[src/rtl/erc_pkg.sv]
package erc_pkg;
   localparam int DW = 32;

   typedef enum logic [1:0] {
      RK_CORE,
      RK_GROUP,
      RK_SINGLE
   } reg_kind_e;

   function automatic reg_kind_e kind_of(input int idx);
      if (idx == 0) return RK_CORE;
      if (idx == 1) return RK_GROUP;
      return RK_SINGLE;
   endfunction

   function automatic logic [DW-1:0] keep_of(input int idx, input logic [DW-1:0] core_keep);
      return (kind_of(idx) == RK_CORE) ? core_keep : {{(DW-1){1'b0}}, 1'b1};
   endfunction

   function automatic logic [DW-1:0] init_of(input int idx, input logic [DW-1:0] core_rst,
                                             input logic [DW-1:0] core_keep);
      return (kind_of(idx) == RK_CORE) ? (core_rst & core_keep) : {{(DW-1){1'b0}}, 1'b1};
   endfunction
endpackage

[src/rtl/erc_regfile.sv]
module erc_regfile
   import erc_pkg::*;
#(
   parameter int          NCORE     = 2,
   parameter int          NPERIPH   = 12,
   parameter int          AW        = 4,
   parameter logic [31:0] CORE_RST  = 32'h17,
   parameter logic [31:0] CORE_KEEP = 32'h17
) (
   input  logic               clk,
   input  logic               rst_n,
   input  logic               we,
   input  logic [AW-1:0]      addr,
   input  logic [DW-1:0]      wdata,
   output logic [DW-1:0]      rdata,
   output logic               hit_core,
   output logic               hit_grp,
   output logic [NPERIPH-1:0] hit_per,
   output logic [NCORE-1:0]   core_bits,
   output logic               grp_bit,
   output logic [NPERIPH-1:0] per_bits
);
   localparam int NREG = NPERIPH + 2;

   logic [DW-1:0] store_q [NREG];
   logic [NREG-1:0] hit;

   for (genvar k = 0; k < NREG; k++) begin : g_reg
      localparam logic [DW-1:0] KEEP = keep_of(k, CORE_KEEP);
      localparam logic [DW-1:0] INIT = init_of(k, CORE_RST, CORE_KEEP);

      assign hit[k] = we && (addr == AW'(k));

      always_ff @(posedge clk or negedge rst_n) begin
         if (!rst_n)      store_q[k] <= INIT;
         else if (hit[k]) store_q[k] <= wdata & KEEP;
      end
   end

   always_comb begin
      rdata = '0;
      for (int k = 0; k < NREG; k++) begin
         if (addr == AW'(k)) rdata = store_q[k];
      end
   end

   assign hit_core  = hit[0];
   assign hit_grp   = hit[1];
   assign core_bits = store_q[0][NCORE-1:0];
   assign grp_bit   = store_q[1][0];

   for (genvar j = 0; j < NPERIPH; j++) begin : g_out
      assign hit_per[j]  = hit[j+2];
      assign per_bits[j] = store_q[j+2][0];
   end
endmodule

[src/rtl/erc_core_seq.sv]
module erc_core_seq #(
   parameter int          NCORE    = 2,
   parameter logic [31:0] CORE_RST = 32'h17
) (
   input  logic             clk,
   input  logic             rst_n,
   input  logic             hit,
   input  logic [NCORE-1:0] old_bits,
   input  logic [NCORE-1:0] new_bits,
   output logic [NCORE-1:0] run,
   output logic [NCORE-1:0] boot
);
   for (genvar i = 0; i < NCORE; i++) begin : g_core
      logic go_off, go_on;
      assign go_off = hit && !old_bits[i] &&  new_bits[i];
      assign go_on  = hit &&  old_bits[i] && !new_bits[i];

      always_ff @(posedge clk or negedge rst_n) begin
         if (!rst_n) begin
            run[i]  <= ~CORE_RST[i];
            boot[i] <= 1'b0;
         end else begin
            boot[i] <= go_on;
            if (go_off)     run[i] <= 1'b0;
            else if (go_on) run[i] <= 1'b1;
         end
      end
   end
endmodule

[src/rtl/erc_pulse_seq.sv]
module erc_pulse_seq #(
   parameter int                NDMA     = 8,
   parameter int                NPERIPH  = 12,
   parameter logic [NPERIPH-1:0] ATTACHED = '1
) (
   input  logic               clk,
   input  logic               rst_n,
   input  logic               hit_grp,
   input  logic               grp_old,
   input  logic [NPERIPH-1:0] hit_per,
   input  logic [NPERIPH-1:0] per_old,
   input  logic               new_bit,
   output logic [NDMA-1:0]    dma_rst,
   output logic [NPERIPH-1:0] periph_rst
);
   logic grp_flip;
   assign grp_flip = hit_grp && (grp_old != new_bit);

   for (genvar c = 0; c < NDMA; c++) begin : g_chan
      always_ff @(posedge clk or negedge rst_n) begin
         if (!rst_n) dma_rst[c] <= 1'b0;
         else        dma_rst[c] <= grp_flip;
      end
   end

   for (genvar j = 0; j < NPERIPH; j++) begin : g_per
      if (ATTACHED[j]) begin : g_live
         always_ff @(posedge clk or negedge rst_n) begin
            if (!rst_n) periph_rst[j] <= 1'b0;
            else        periph_rst[j] <= hit_per[j] && (per_old[j] != new_bit);
         end
      end else begin : g_open
         logic unused_in;
         assign unused_in     = hit_per[j] ^ per_old[j];
         assign periph_rst[j] = 1'b0;
      end
   end
endmodule

[src/rtl/edge_rst_ctrl.sv]
module edge_rst_ctrl
   import erc_pkg::*;
#(
   parameter int                 NCORE     = 2,
   parameter int                 NDMA      = 8,
   parameter int                 NPERIPH   = 12,
   parameter logic [NPERIPH-1:0] ATTACHED  = 12'h03F,
   parameter logic [31:0]        CORE_RST  = 32'h17,
   parameter logic [31:0]        CORE_KEEP = 32'h17,
   parameter int                 AW        = 4
) (
   input  logic               clk,
   input  logic               rst_n,
   input  logic               reg_we,
   input  logic [AW-1:0]      reg_addr,
   input  logic [31:0]        reg_wdata,
   output logic [31:0]        reg_rdata,
   output logic [NCORE-1:0]   core_run,
   output logic [NCORE-1:0]   core_boot,
   output logic [NDMA-1:0]    dma_rst,
   output logic [NPERIPH-1:0] periph_rst
);
   localparam int NREG = NPERIPH + 2;

   if (NCORE < 1 || NCORE > 16) begin : g_bad_ncore
      $error("NCORE out of range");
   end
   if (NDMA < 1) begin : g_bad_ndma
      $error("NDMA must be at least 1");
   end
   if (NPERIPH < 1) begin : g_bad_nper
      $error("NPERIPH must be at least 1");
   end
   if ($clog2(NREG) > AW) begin : g_bad_aw
      $error("AW too narrow for the register count");
   end
   if ((CORE_KEEP[NCORE-1:0] & {NCORE{1'b1}}) != {NCORE{1'b1}}) begin : g_bad_keep
      $error("CORE_KEEP must keep every core bit");
   end

   logic               hit_core, hit_grp;
   logic [NPERIPH-1:0] hit_per;
   logic [NCORE-1:0]   core_bits;
   logic               grp_bit;
   logic [NPERIPH-1:0] per_bits;

   erc_regfile #(
      .NCORE(NCORE), .NPERIPH(NPERIPH), .AW(AW),
      .CORE_RST(CORE_RST), .CORE_KEEP(CORE_KEEP)
   ) u_regs (
      .clk(clk), .rst_n(rst_n), .we(reg_we), .addr(reg_addr), .wdata(reg_wdata),
      .rdata(reg_rdata), .hit_core(hit_core), .hit_grp(hit_grp), .hit_per(hit_per),
      .core_bits(core_bits), .grp_bit(grp_bit), .per_bits(per_bits)
   );

   erc_core_seq #(.NCORE(NCORE), .CORE_RST(CORE_RST)) u_cores (
      .clk(clk), .rst_n(rst_n), .hit(hit_core),
      .old_bits(core_bits), .new_bits(reg_wdata[NCORE-1:0]),
      .run(core_run), .boot(core_boot)
   );

   erc_pulse_seq #(.NDMA(NDMA), .NPERIPH(NPERIPH), .ATTACHED(ATTACHED)) u_pulses (
      .clk(clk), .rst_n(rst_n), .hit_grp(hit_grp), .grp_old(grp_bit),
      .hit_per(hit_per), .per_old(per_bits), .new_bit(reg_wdata[0]),
      .dma_rst(dma_rst), .periph_rst(periph_rst)
   );
endmodule

[config.mk]
export PLATFORM = sky130hd
export DESIGN_NAME = edge_rst_ctrl
export DESIGN_NICKNAME = d
export VERILOG_FILES = /design/src/rtl/erc_pkg.sv /design/src/rtl/erc_regfile.sv /design/src/rtl/erc_core_seq.sv /design/src/rtl/erc_pulse_seq.sv /design/src/rtl/edge_rst_ctrl.sv
export SDC_FILE = /design/constraint.sdc
export NUM_CORES = 1
export LEC_CHECK = 0
export ABC_CLOCK_PERIOD_IN_PS = 2170
export BUFFER_PORTS_ARGS = -buffer_cell sky130_fd_sc_hd__buf_4
export CORE_MARGIN = 2
export CORE_UTILIZATION = 36
export DETAILED_ROUTE_END_ITERATION = 8
export PLACE_DENSITY = 0.69
export SLEW_MARGIN = 20
export SYNTH_ARGS = -nofsm -noshare
export SYNTH_HDL_FRONTEND = slang
export SYNTH_SLANG_ARGS = --single-unit
[constraint.sdc]
create_clock -name clk -period 2.17 [get_ports clk]
set_input_delay 0.3255 -clock clk [delete_from_list [all_inputs] [get_ports clk]]
set_output_delay 0.3255 -clock clk [all_outputs]
set_load 0.01 [all_outputs]
==> metrics.md <==
| Metric | Value |
|---|---|
| Status | `finished clean` |
| Layout area overhead | `9.89%` |
| 1st-iter DRT viols | `39` |
| Hold buffers post-CTS | `1` |
| TritonCTS buffer count | `3` |
| CP arrival | `1700 ps` |
| Routed wire per std cell | `11.4 um` |
| Layout Skew | `1.89 ps` |
| Initial antenna violation count | `0` |
| Tcrit/Tclk final | `93.4%` |
| Postcts setup bufs | `0` |
| GRT Util Overall | `10.7%` |
| Filler Cells Inserted | `469` |
| Synth area leader | `dfstp_2` |
| GP Congestion | `0.782` |
| Final setup viols | `0` |
| Synthesized area | `0.00175 sq mm` |
| Power, Total | `0.00138 W` |
| Req. time, crit path | `1840 ps` |
| Die H | `73.6 um` |
| Register area share after synthesis | `41.4%` |
| Core area | `0.00469 sq mm` |
| Cells after Synth | `178` |
| Post-synth top flop | `dfstp_2` |
| Max Root-Sink Buffers | `2` |
| Yosys warning total | `0` |
| Final hold viol count | `0` |
| Clk sink count | `28` |
| Most common cell in the netlist | `buf_4` |
| VDD IR max | `0.275 mV` |
| Full die area | `0.00542 sq mm` |
| Max Slew Vio Count | `0` |
| Number of global-route vias before repair | `999` |
| TritonCTS clock tree | `yes` |
| Post-synth top cells | `41 x buf_4, 17 x dfstp_2, 15 x nor2_1` |
| Hold_ws | `210 ps` |
| Crit-path max FO | `3` |
| Post-synth ARST share | `100%` |
| Routed vias/inst | `4.65` |
| Fmax | `0.493 GHz` |
| H-tree levels | `1` |
| # diodes | `0` |
| Post-synth EDFFs | `0` |
| Register area | `722 sq um` |
| Pwr Density | `720 mW/mm^2` |
| Share of cells above drive strength 1 | `35.3%` |
| Synth top area share | `25.6%` |
| Synthesis-stage register bit count | `28` |
| Worst skew pair latency | `270 ps` |
| Crit path time final | `2030 ps` |
| Avg Cell Area, Syn | `9.81 sq um` |
| First-pass GRT wire length | `4550 um` |
| Area of the multi-input gates | `777 sq um` |
| Starting Density | `37.2%` |
| # IOs | `95` |
| Post-synth cell types | `37` |
| Post-DP HPWL | `2190 um` |
| Drt drc | `0` |
| Drt pass-1 iters | `4` |
| Setup TNS Final | `0 ps` |
| I/O Buffers | `32` |
| Total gr overflow | `0` |
| Final nets | `241` |
| Vias | `1186` |
| Post-CTS sizing | `0` |
| CP endpoint kind | `output pin` |
| P_leak | `0.875 nW` |
| Max cap viols | `0` |
| Largest net degree at the start of global routing | `29` |
| CTS Root Cell | `clkbuf_8` |
| # rows | `25` |
| Routed WL | `2900 um` |
| Clock transition at path regs | `90 ps` |
| Worst Hold Class | `input port to flop` |
| Unrepaired setup endpoints after global routing | `false` |
| Die extent in x | `73.6 um` |
| Startpoint Class | `flop` |
| Final standard cell utilization of the core | `40.9%` |
| Post-DRT Antenna Nets | `0` |
| Synth area leaders | `dfstp_2 26%, buf_4 18%, dfrtp_1 16%` |
| Crit Path Class | `flop to output pin` |
-- metrics by stage --
step / worst slack, ps / instance area, sq um / cells
CTS: 144 / 1920 / 255
global route: 14.2 / 1920 / 255
finish: 144 / 1920 / 255
global placement: 221 / 1840 / 250
floorplan: 432 / 1870 / 211
detailed placement: 220 / 1840 / 250
-- worst max-delay path, cell delays in order, from the launching register on --
cell,delay [ps]
dfstp_2,380
nor2b_1,120
a2111oi_0,370
a211oi_1,90
a221o_1,320
buf_4,150
-- cell type report --
cell class | instances | area share, %
Multi-Input combinational cell | 131 | 40.5
Tap cell | 54 | 3.52
Inverter | 2 | 0.391
Clock inverter | 1 | 1.57
Clock buffer | 3 | 2.15
Sequential cell | 28 | 37.6
Timing Repair Buffer | 36 | 14.2
-- flip-flops by register name, summed over array words and instances, names as in the netlist --
signal               flops
u_cores.boot             2
u_cores.run              2
u_pulses.dma_rst         1
u_pulses.periph_rst      6
u_regs.core_bits         2
u_regs.grp_bit           1
u_regs.per_bits         12
u_regs.store_q           2
-- report_power, final --
part	internal [W]	total (W)	leakage (nW)	switching, W
clock network	0.000247	0.000403	0.0357	0.000156
registers	0.000652	0.000704	0.321	0.0000526
logic	0.000136	0.000274	0.518	0.000138
total	0.00103	0.00138	0.875	0.000347
-- cell usage in the layout, fill, tap and decap left out --
| cell type | count |
|---|---|
| conb_1 | 34 |
| nor2_1 | 15 |
| xnor2_1 | 7 |
| nor3_1 | 10 |
| dlygate4sd3_1 | 1 |
| dfrtp_1 | 11 |
| nand2_1 | 11 |
| clkbuf_8 | 3 |
| a211oi_1 | 1 |
| dfstp_2 | 17 |
| and2_0 | 1 |
| a21oi_1 | 1 |
| nor3_4 | 1 |
| and2b_1 | 1 |
| or3b_1 | 1 |
| a22o_1 | 2 |
| o221ai_1 | 1 |
| o22ai_1 | 1 |
| mux2_2 | 14 |
| bufinv_16 | 1 |
| a221o_1 | 1 |
| and3_1 | 3 |
| or3_1 | 1 |
| inv_1 | 2 |
| nand3_1 | 4 |
| o21ai_0 | 4 |
| a2111oi_0 | 1 |
| nand2b_1 | 5 |
| o211ai_1 | 1 |
| o31ai_1 | 1 |
| nor2b_1 | 3 |
| mux2_1 | 1 |
| buf_4 | 35 |
| o21bai_1 | 2 |
| o32ai_1 | 1 |
| nand3b_1 | 1 |
| a22oi_1 | 1 |
-- routing by layer --
metal | track usage (%) | wire length, um | vias to the layer above
met5 | 0 | 0 | -
met4 | 4.24 | 33 | 0
met3 | 1.23 | 126 | 2
met2 | 19.2 | 1480 | 43
met1 | 12.8 | 1260 | 573
li1 | - | - | 568
-- cells by family after synthesis --
logic type                Yosys count  synth area share (%)
AOI/OAI and AO/OA                  18                  7.46
and+or+nand+nor                    57                  16.6
xor gates and xnor gates            7                  3.51
buffers and inverters              52                  21.2
DFF                                28                  41.4
muxes                              15                  9.68
other                               1                 0.215
-- final timing paths --
| check | startpoint | slack (ps) | depth (start not counted) | to |
|---|---|---|---|---|
| min in group asynchronous | rst_n | 490 | 2 | u_cores.boot[1] |
| max reg2reg | u_cores.run[0] | 1240 | 2 | u_cores.run[0] |
| min reg2reg | u_regs.store_q[418] | 470 | 2 | u_regs.store_q[418] |
| min | reg_wdata[1] | 210 | 2 | u_cores.boot[1] |
| max | u_regs.per_bits[6] | 140 | 5 | reg_rdata[0] |
| max in group asynchronous | rst_n | 1380 | 2 | u_regs.per_bits[4] |
No activity file was read; power rests on OpenSTA's default activity.
